===== src/rtl/ptw_pkg.sv =====
package ptw_pkg;

  typedef enum logic [2:0] {
    ST_IDLE    = 3'd0,
    ST_L1_REQ  = 3'd1,
    ST_L1_WAIT = 3'd2,
    ST_L2_REQ  = 3'd3,
    ST_L2_WAIT = 3'd4,
    ST_DONE    = 3'd5
  } walk_state_e;

  localparam int unsigned NUM_LEVELS = 2;

endpackage


===== src/rtl/ptw_va_split.sv =====
module ptw_va_split #(
  parameter int unsigned VA_W  = 32,
  parameter int unsigned OFF_W = 12,
  parameter int unsigned IDX_W = 10
) (
  input  logic [VA_W-1:0]  vaddr,
  output logic [IDX_W-1:0] idx_root,
  output logic [IDX_W-1:0] idx_leaf,
  output logic [OFF_W-1:0] page_off
);
  localparam int unsigned LEAF_TOP = OFF_W + IDX_W - 1;

  assign idx_root = vaddr[VA_W-1 -: IDX_W];
  assign idx_leaf = vaddr[LEAF_TOP -: IDX_W];
  assign page_off = vaddr[OFF_W-1:0];
endmodule


===== src/rtl/ptw_entry_addr.sv =====
module ptw_entry_addr #(
  parameter int unsigned FRAME_W   = 20,
  parameter int unsigned OFF_W     = 12,
  parameter int unsigned IDX_W     = 10,
  parameter int unsigned ENT_LG    = 2,
  localparam int unsigned AW       = FRAME_W + OFF_W
) (
  input  logic [FRAME_W-1:0] table_frame,
  input  logic [IDX_W-1:0]   index,
  output logic [AW-1:0]      entry_addr
);
  generate
    if (IDX_W + ENT_LG == OFF_W) begin : g_exact
      // table fills the page exactly: plain concatenation, no adder
      assign entry_addr = {table_frame, index, {ENT_LG{1'b0}}};
    end else begin : g_add
      assign entry_addr = {table_frame, {OFF_W{1'b0}}}
                        + AW'({index, {ENT_LG{1'b0}}});
    end
  endgenerate
endmodule


===== src/rtl/ptw_pte_decode.sv =====
module ptw_pte_decode #(
  parameter int unsigned PTE_W = 32,
  parameter int unsigned OFF_W = 12,
  localparam int unsigned FRAME_W = PTE_W - OFF_W
) (
  input  logic [PTE_W-1:0]   entry,
  output logic               ent_valid,
  output logic [FRAME_W-1:0] ent_frame
);
  logic unused_flag_bits;

  assign ent_valid        = entry[0];
  assign ent_frame        = entry[PTE_W-1:OFF_W];
  assign unused_flag_bits = ^entry[OFF_W-1:1];
endmodule


===== src/rtl/ptw_ctrl.sv =====
module ptw_ctrl
  import ptw_pkg::*;
#(
  parameter int unsigned VA_W    = 32,
  parameter int unsigned FRAME_W = 20
) (
  input  logic               clk,
  input  logic               rst_n,
  input  logic               req_valid,
  output logic               req_ready,
  input  logic [VA_W-1:0]    req_vaddr,
  output logic [VA_W-1:0]    vaddr_q,
  output logic               mem_rd_valid,
  input  logic               mem_rd_ready,
  output logic               lvl_sel,
  input  logic               mem_rsp_valid,
  input  logic               ent_valid,
  input  logic [FRAME_W-1:0] ent_frame,
  output logic [FRAME_W-1:0] leaf_tbl_q,
  output logic               rsp_valid,
  input  logic               rsp_ready,
  output logic [FRAME_W-1:0] rsp_frame,
  output logic               rsp_fault
);
  walk_state_e         state;
  logic [FRAME_W-1:0]  frame_q;
  logic                fault_q;

  always_ff @(posedge clk) begin
    if (!rst_n) begin
      state      <= ST_IDLE;
      vaddr_q    <= '0;
      leaf_tbl_q <= '0;
      frame_q    <= '0;
      fault_q    <= 1'b0;
    end else begin
      unique case (state)
        ST_IDLE: if (req_valid) begin
          vaddr_q <= req_vaddr;
          frame_q <= '0;
          fault_q <= 1'b0;
          state   <= ST_L1_REQ;
        end
        ST_L1_REQ: if (mem_rd_ready) state <= ST_L1_WAIT;
        ST_L1_WAIT: if (mem_rsp_valid) begin
          if (ent_valid) begin
            leaf_tbl_q <= ent_frame;
            state      <= ST_L2_REQ;
          end else begin
            fault_q <= 1'b1;
            frame_q <= '0;
            state   <= ST_DONE;
          end
        end
        ST_L2_REQ: if (mem_rd_ready) state <= ST_L2_WAIT;
        ST_L2_WAIT: if (mem_rsp_valid) begin
          fault_q <= ~ent_valid;
          frame_q <= ent_valid ? ent_frame : '0;
          state   <= ST_DONE;
        end
        ST_DONE: if (rsp_ready) state <= ST_IDLE;
        default: state <= ST_IDLE;
      endcase
    end
  end

  assign req_ready    = (state == ST_IDLE);
  assign mem_rd_valid = (state == ST_L1_REQ) || (state == ST_L2_REQ);
  assign lvl_sel      = (state == ST_L2_REQ) || (state == ST_L2_WAIT);
  assign rsp_valid    = (state == ST_DONE);
  assign rsp_frame    = frame_q;
  assign rsp_fault    = fault_q;

  p_busy_after_accept_r7: assert property (@(posedge clk) disable iff (!rst_n)
    req_valid && req_ready |=> !req_ready);

  p_phase_exclusive_r7: assert property (@(posedge clk) disable iff (!rst_n)
    $onehot0({req_ready, mem_rd_valid, rsp_valid}));

  p_rsp_hold_r8: assert property (@(posedge clk) disable iff (!rst_n)
    rsp_valid && !rsp_ready |=> rsp_valid && $stable(rsp_frame) && $stable(rsp_fault)
                                && $stable(vaddr_q));

  p_rd_hold_r9: assert property (@(posedge clk) disable iff (!rst_n)
    mem_rd_valid && !mem_rd_ready |=> mem_rd_valid && $stable(lvl_sel));

  p_fault_zero_frame_r5: assert property (@(posedge clk) disable iff (!rst_n)
    rsp_valid && rsp_fault |-> rsp_frame == '0);

  p_root_fault_no_read_r6: assert property (@(posedge clk) disable iff (!rst_n)
    (state == ST_L1_WAIT) && mem_rsp_valid && !ent_valid |=> !mem_rd_valid && rsp_valid);
endmodule


===== src/rtl/pt_walker.sv =====
module pt_walker #(
  parameter int unsigned VA_W   = 32,
  parameter int unsigned OFF_W  = 12,
  parameter int unsigned IDX_W  = 10,
  parameter int unsigned PTE_W  = 32,
  parameter int unsigned ENT_LG = 2,
  localparam int unsigned FRAME_W = PTE_W - OFF_W,
  localparam int unsigned PA_W    = FRAME_W + OFF_W
) (
  input  logic               clk,
  input  logic               rst_n,
  input  logic [FRAME_W-1:0] root_frame,
  input  logic               req_valid,
  output logic               req_ready,
  input  logic [VA_W-1:0]    req_vaddr,
  output logic               mem_rd_valid,
  input  logic               mem_rd_ready,
  output logic [PA_W-1:0]    mem_rd_addr,
  input  logic               mem_rsp_valid,
  input  logic [PTE_W-1:0]   mem_rsp_data,
  output logic               rsp_valid,
  input  logic               rsp_ready,
  output logic [FRAME_W-1:0] rsp_frame,
  output logic [OFF_W-1:0]   rsp_offset,
  output logic               rsp_fault
);
  localparam int unsigned LVLS = ptw_pkg::NUM_LEVELS;

  logic [VA_W-1:0]    vaddr_q;
  logic [IDX_W-1:0]   lvl_idx   [LVLS];
  logic [FRAME_W-1:0] lvl_tbl   [LVLS];
  logic [PA_W-1:0]    lvl_addr  [LVLS];
  logic [FRAME_W-1:0] leaf_tbl_q;
  logic               lvl_sel;
  logic               ent_valid;
  logic [FRAME_W-1:0] ent_frame;

  ptw_va_split #(.VA_W(VA_W), .OFF_W(OFF_W), .IDX_W(IDX_W)) u_split (
    .vaddr    (vaddr_q),
    .idx_root (lvl_idx[0]),
    .idx_leaf (lvl_idx[1]),
    .page_off (rsp_offset)
  );

  assign lvl_tbl[0] = root_frame;
  assign lvl_tbl[1] = leaf_tbl_q;

  generate
    for (genvar g = 0; g < LVLS; g++) begin : g_lvl
      ptw_entry_addr #(
        .FRAME_W(FRAME_W), .OFF_W(OFF_W), .IDX_W(IDX_W), .ENT_LG(ENT_LG)
      ) u_addr (
        .table_frame (lvl_tbl[g]),
        .index       (lvl_idx[g]),
        .entry_addr  (lvl_addr[g])
      );
    end
  endgenerate

  assign mem_rd_addr = lvl_sel ? lvl_addr[1] : lvl_addr[0];

  ptw_pte_decode #(.PTE_W(PTE_W), .OFF_W(OFF_W)) u_dec (
    .entry     (mem_rsp_data),
    .ent_valid (ent_valid),
    .ent_frame (ent_frame)
  );

  ptw_ctrl #(.VA_W(VA_W), .FRAME_W(FRAME_W)) u_ctrl (
    .clk           (clk),
    .rst_n         (rst_n),
    .req_valid     (req_valid),
    .req_ready     (req_ready),
    .req_vaddr     (req_vaddr),
    .vaddr_q       (vaddr_q),
    .mem_rd_valid  (mem_rd_valid),
    .mem_rd_ready  (mem_rd_ready),
    .lvl_sel       (lvl_sel),
    .mem_rsp_valid (mem_rsp_valid),
    .ent_valid     (ent_valid),
    .ent_frame     (ent_frame),
    .leaf_tbl_q    (leaf_tbl_q),
    .rsp_valid     (rsp_valid),
    .rsp_ready     (rsp_ready),
    .rsp_frame     (rsp_frame),
    .rsp_fault     (rsp_fault)
  );

  p_rd_addr_hold_r9: assert property (@(posedge clk) disable iff (!rst_n)
    mem_rd_valid && !mem_rd_ready |=> $stable(mem_rd_addr));

  p_rd_aligned_r12: assert property (@(posedge clk) disable iff (!rst_n)
    mem_rd_valid |-> mem_rd_addr[ENT_LG-1:0] == '0);

  p_offset_pass_r1: assert property (@(posedge clk) disable iff (!rst_n)
    rsp_valid |-> rsp_offset == vaddr_q[OFF_W-1:0]);
endmodule


===== config.mk =====
export PLATFORM = sky130hd
export DESIGN_NAME = pt_walker
export DESIGN_NICKNAME = d
export VERILOG_FILES = /design/src/rtl/ptw_pkg.sv /design/src/rtl/ptw_va_split.sv /design/src/rtl/ptw_entry_addr.sv /design/src/rtl/ptw_pte_decode.sv /design/src/rtl/ptw_ctrl.sv /design/src/rtl/pt_walker.sv
export SDC_FILE = /design/constraint.sdc
export NUM_CORES = 1
export LEC_CHECK = 0
export BUFFER_PORTS_ARGS = -buffer_cell sky130_fd_sc_hd__buf_4
export CELL_PAD_IN_SITES_DETAIL_PLACEMENT = 1
export CELL_PAD_IN_SITES_GLOBAL_PLACEMENT = 1
export CORE_MARGIN = 1.5
export CORE_UTILIZATION = 31
export CTS_CLUSTER_SIZE = 24
export DETAILED_ROUTE_END_ITERATION = 16
export PLACE_DENSITY_LB_ADDON = 0.1
export SLEW_MARGIN = 20
export SYNTH_ARGS = -nofsm -noshare
export SYNTH_HDL_FRONTEND = slang
export SYNTH_SLANG_ARGS = --single-unit

===== constraint.sdc =====
create_clock -name clk -period 1.55 [get_ports clk]
set_input_delay 0.2325 -clock clk [delete_from_list [all_inputs] [get_ports clk]]
set_output_delay 0.2325 -clock clk [all_outputs]
set_load 0.01 [all_outputs]

# Yosys cells after proc, flatten, opt, wreduce, memory -nomap -nowiden
# Index checks and enable logic that the tools add are counted.
# W data, S select, Z words.
word_totals:
  word_cells: 46
  input_bits: 90
  output_inout_bits: 68
  ff_bits: 76
op_classes:
  n_reduce_logical: 8
  eq_ne: 12
  n_bitwise: 1
  mux: 20
ops:
  columns: ["operator", "count"]
  rows:
  - ["$mux W20", 5]
  - ["$pmux W20 S3", 1]
  - ["$mux W32", 1]
  - ["$mux W3", 7]
  - ["$pmux W3 S6", 1]
  - ["$ne A2 B2 Y1 const B", 6]
  - ["$eq A3 B2 Y1 const B", 2]
  - ["$eq A3 B3 Y1 const B", 2]
  - ["$reduce_and A6 Y1", 1]
  - ["$reduce_and A5 Y1", 1]
  - ["$mux W1", 4]
  - ["$eq A3 B1 Y1 const B", 1]
  - ["$logic_not A3 Y1", 1]
  - ["$pmux W1 S3", 1]
  - ["$reduce_and A3 Y1", 1]
  - ["$reduce_bool A3 Y1", 1]
  - ["$logic_or A1 B1 Y1", 2]
  - ["$ne A2 B1 Y1 const B", 1]
  - ["$reduce_and A2 Y1", 1]
  - ["$not A1 Y1", 1]

# Depth between registers and ports, before layout
logic_depth:
  word_depth: 3
  mapped_depth: 7
  depth_no_buf: 4

# Hierarchy
# From an unflattened synthesis, not the netlist that was laid out.
hier_totals:
  hier_cells: 492
  area_unflattened_um2: 4561.9
modules_own_cells:
  columns: ["module", "instances", "cells_per_inst", "seq_area_each_um2", "area_per_inst_um2"]
  rows:
  - ["ptw_ctrl", 1, 337, 1521.5, 3131.8]
  - ["pt_walker", 1, 36, 0.0, 544.3]
  - ["ptw_entry_addr", 2, 33, 0.0, 244.0]
  - ["ptw_va_split", 1, 32, 0.0, 240.2]
  - ["ptw_pte_decode", 1, 21, 0.0, 157.7]

# Worst setup path before layout
# OpenSTA, ideal clock, no wires.
synth_path:
  path_kind: "reg-to-output"
  from: "register u_ctrl.state[1]"
  to: "output mem_rd_addr[10]"
  required_ns: 1.317
  n_path_buf: 2
  setup_slack_ns: 0.002
  path_stages_with_launch: 7
  arrival_ns: 1.316
  path_cell_list: "dfxtp_1 buf_6 nand2b_4 nor2_2 a21oi_4 buf_6 mux2_4"
synth_between:
  elab_chain_len: 3
  elab_cells_between_ends: 4
  classes_between: "eq/ne (2); mux (1); reduce/logical (1)"
synth_lines:
  columns: ["item", "line_no", "source"]
  rows:
  - ["from (decl)", "ptw_ctrl.sv:25", "walk_state_e state;"]
  - ["from (signal assigned)", "ptw_ctrl.sv:31", "state <= ST_IDLE;"]
  - ["from (signal assigned)", "ptw_ctrl.sv:42", "state <= ST_L1_REQ;"]
  - ["from (signal assigned)", "ptw_ctrl.sv:44", "ST_L1_REQ: if (mem_rd_ready) state <= ST_L1_WAIT;"]
  - ["$eq A3 B2 Y1 / $eq A3 B3 Y1 (equally long branches)", "ptw_ctrl.sv:69", "assign lvl_sel = (state == ST_L2_REQ) || (state == ST_L2_WAIT);"]
  - ["$logic_or A1 B1 Y1 (*)", "ptw_ctrl.sv:69", null]
  - ["$mux W32 (*)", "pt_walker.sv:60", "assign mem_rd_addr = lvl_sel ? lvl_addr[1] : lvl_addr[0];"]
  - ["to (decl)", "pt_walker.sv:18", "output logic [PA_W-1:0] mem_rd_addr,"]
# Every way passes the cells marked *; elsewhere a longest branch is shown, timed or not.

# Worst setup path after layout
layout_path:
  from: "register u_ctrl.state[1]"
  to: "output mem_rd_addr[30]"
# Same word-level chain as after synthesis.

==> impl_metrics.json <==
{
  "leakagePower_nw": 2.74,
  "synth_top_flop_cell": "dfxtp_1",
  "ys_warn_count": 0,
  "hpwl_um": 7400,
  "drt_iter0_drc": 91,
  "wl_um": 11800,
  "num_rows": 39,
  "cts_root_buf": "clkbuf_16",
  "drive_gt1_frac": 0.603,
  "timing.final.crit_share": 1.31,
  "hold_class": "in -> reg",
  "grt_first_pass_wirelength_um": 17400,
  "area_delta_synth_final_pct": 67.4,
  "layout_min_cycle_time_ns": 2.03,
  "cts_max_level": 3,
  "finalHoldViolations": 0,
  "worstSkewPairLatency_ns": 0.34,
  "violations": "setup timing",
  "maxCapViolCount": 0,
  "cts_tree": "built",
  "clk_pin_slew_ns": 0.06,
  "cp.required_ns": 1.32,
  "start_kind": "flop",
  "grt_max_degree": 33,
  "worstPathArrival_ns": 1.79,
  "rrSetupSlack_ns": -0.22,
  "synth_top_area_share": 0.409,
  "dp_cells": 679,
  "gp_congestion": 0.735,
  "mappedNetlistArea_mm2": 0.00372,
  "power_mw": 5.95,
  "dieArea_mm2": 0.0127,
  "synth_cell_types": 39,
  "setup_ws_ns": -0.475,
  "hold_slack_ns": 0.133,
  "rsz0062_at_grt": "yes",
  "drtAntennaViolNets": 0,
  "ys_seq_area_frac": 0.409,
  "synth_area_leaders": "dfxtp_1 41%, nand2_1 13%, mux2_4 12%",
  "antennaDiodeCount": 0,
  "yosysMostFrequentCell": "nand2_1",
  "finalSetupViolations": 108,
  "worstSetupPathType": "reg -> out",
  "grt_pass1_vias": 3595,
  "cts.path.max_buffers": 2,
  "utilization": 0.539,
  "synth_async_sr_flop_share": 0,
  "via_per_inst": 4.77,
  "grt_overflow": 0,
  "ys_ff_latch": 76,
  "finalNonFillerCells": 717,
  "wl_per_cell_um": 16.5,
  "antenna_found_initial": 0,
  "synth_common_cells": "129 x nand2_1, 76 x dfxtp_1, 40 x a21boi_1",
  "cts_made_buffers": 9,
  "synth_top_area_cell": "dfxtp_1",
  "numClockSinks": 76,
  "io_pins": 158,
  "dr_total_vias": 3420,
  "path_max_fanout": 7,
  "die_y_um": 113,
  "fin_nets": 659,
  "io_buffers": 144,
  "fp.dieW_um": 113,
  "skew_ns": 0.00682,
  "grtUsageTotal": 0.175,
  "postSynthCellCount": 396,
  "endpoint_kind": "output pin",
  "syn-mean-instance-area_um2": 9.40,
  "clock.fmax_mhz": 494,
  "powerDensity_mw_per_mm2": 955,
  "drc": 0,
  "irDropWorstVdd_mv": 0.443,
  "slew_viol_final": 0,
  "core_area_mm2": 0.0116,
  "synth_edf_count": 0,
  "start_util": 0.322,
  "dr.pass1.iters": 4,
  "outcome": "complete, but fails checks"
}
[final timing paths]
path | start | endpoint | cells after the start
setup reg to reg | u_ctrl.state[2] | u_ctrl.rsp_frame[10] | 9
setup / recovery | u_ctrl.state[1] | mem_rd_addr[30] | 7
hold reg to reg | u_ctrl.leaf_tbl_q[14] | u_ctrl.leaf_tbl_q[14] | 2
hold / removal | req_vaddr[11] | u_ctrl.vaddr_q[11] | 3
[cells by family after synthesis]
logic type / after synthesis / synth area share
DFF: 76 / 0.409
AOI/OAI and AO/OA: 86 / 0.182
other: 1 / 0.00101
buffers and inverters: 34 / 0.0692
muxes: 30 / 0.121
and+or+nand+nor: 169 / 0.218
[worst max-delay path: stages (launching register included)]
cell	delay (ns)
dfxtp_2	0.35
nand2b_4	0.14
nor2_4	0.04
a21oi_4	0.18
buf_6	0.16
buf_12	0.14
mux2_4	0.31
buf_6	0.12
[through the flow]
stage | worst slack, ns | area, um^2 | setup TNS (ns)
4_1_cts | -0.504 | 5730 | -16.86
3_3_place_gp | -0.131 | 5050 | -4.06
2_1_floorplan | 0.00153 | 3730 | 0
5_1_grt | -0.542 | 6230 | -31.37
6_report | -0.475 | 6230 | -23.89
3_5_place_dp | -0.151 | 5050 | -4.87
[state kept, by name, summed over array words and instances (netlist names)]
register,count
u_ctrl.state,3
u_ctrl.vaddr_q,32
u_ctrl.rsp_fault,1
u_ctrl.leaf_tbl_q,20
u_ctrl.rsp_frame,20
[per-layer routing]
metal | up-vias | GRT usage | part of all wire
met4 | 0 | 0.0684 | 0.0079
li1 | 1678 | - | -
met2 | 95 | 0.315 | 0.52
met5 | - | 0 | 0
met1 | 1640 | 0.197 | 0.41
met3 | 7 | 0.0459 | 0.059
[cell type report]
class | count | area [um^2]
Clock buffer | 12 | 246
Clock inverter | 4 | 72.6
Fill cell | 1264 | 5330
Multi-Input combinational cell | 287 | 2300
Sequential cell | 76 | 1530
Tap cell | 143 | 179
Timing Repair Buffer | 195 | 1910
[timing repair]
action / 4_1_cts / 5_1_grt
endpoints found under the setup margin: 51 / 103
setup buffers: 7 / 5
hold buffers: 0 / 0
pin swaps: 4 / 39
cloned: 4 / 7
gates resized for setup: 58 / 95
[cells in the final DEF, fill, tap and decap left out, drive strengths merged, types with 2 or more instances in the layout]
cell type	n
bufinv	2
nor2b	3
a21oi	4
nand2b	2
nand3	21
clkbuf	17
o21ai	24
mux2	30
a21boi	53
and2	2
nor2	3
nand2	129
dfxtp	76
buf	190
conb	2
[power by group]
group	total, mW	internal, mW	leakage, nW	switching (mW)
Sequential	2.09	2.04	0.619	0.0517
Combinational	1.55	0.876	1.97	0.678
Clock	2.30	1.45	0.153	0.849
Total	5.95	4.37	2.74	1.58
Note: power is estimated with default switching activity, not from simulation.
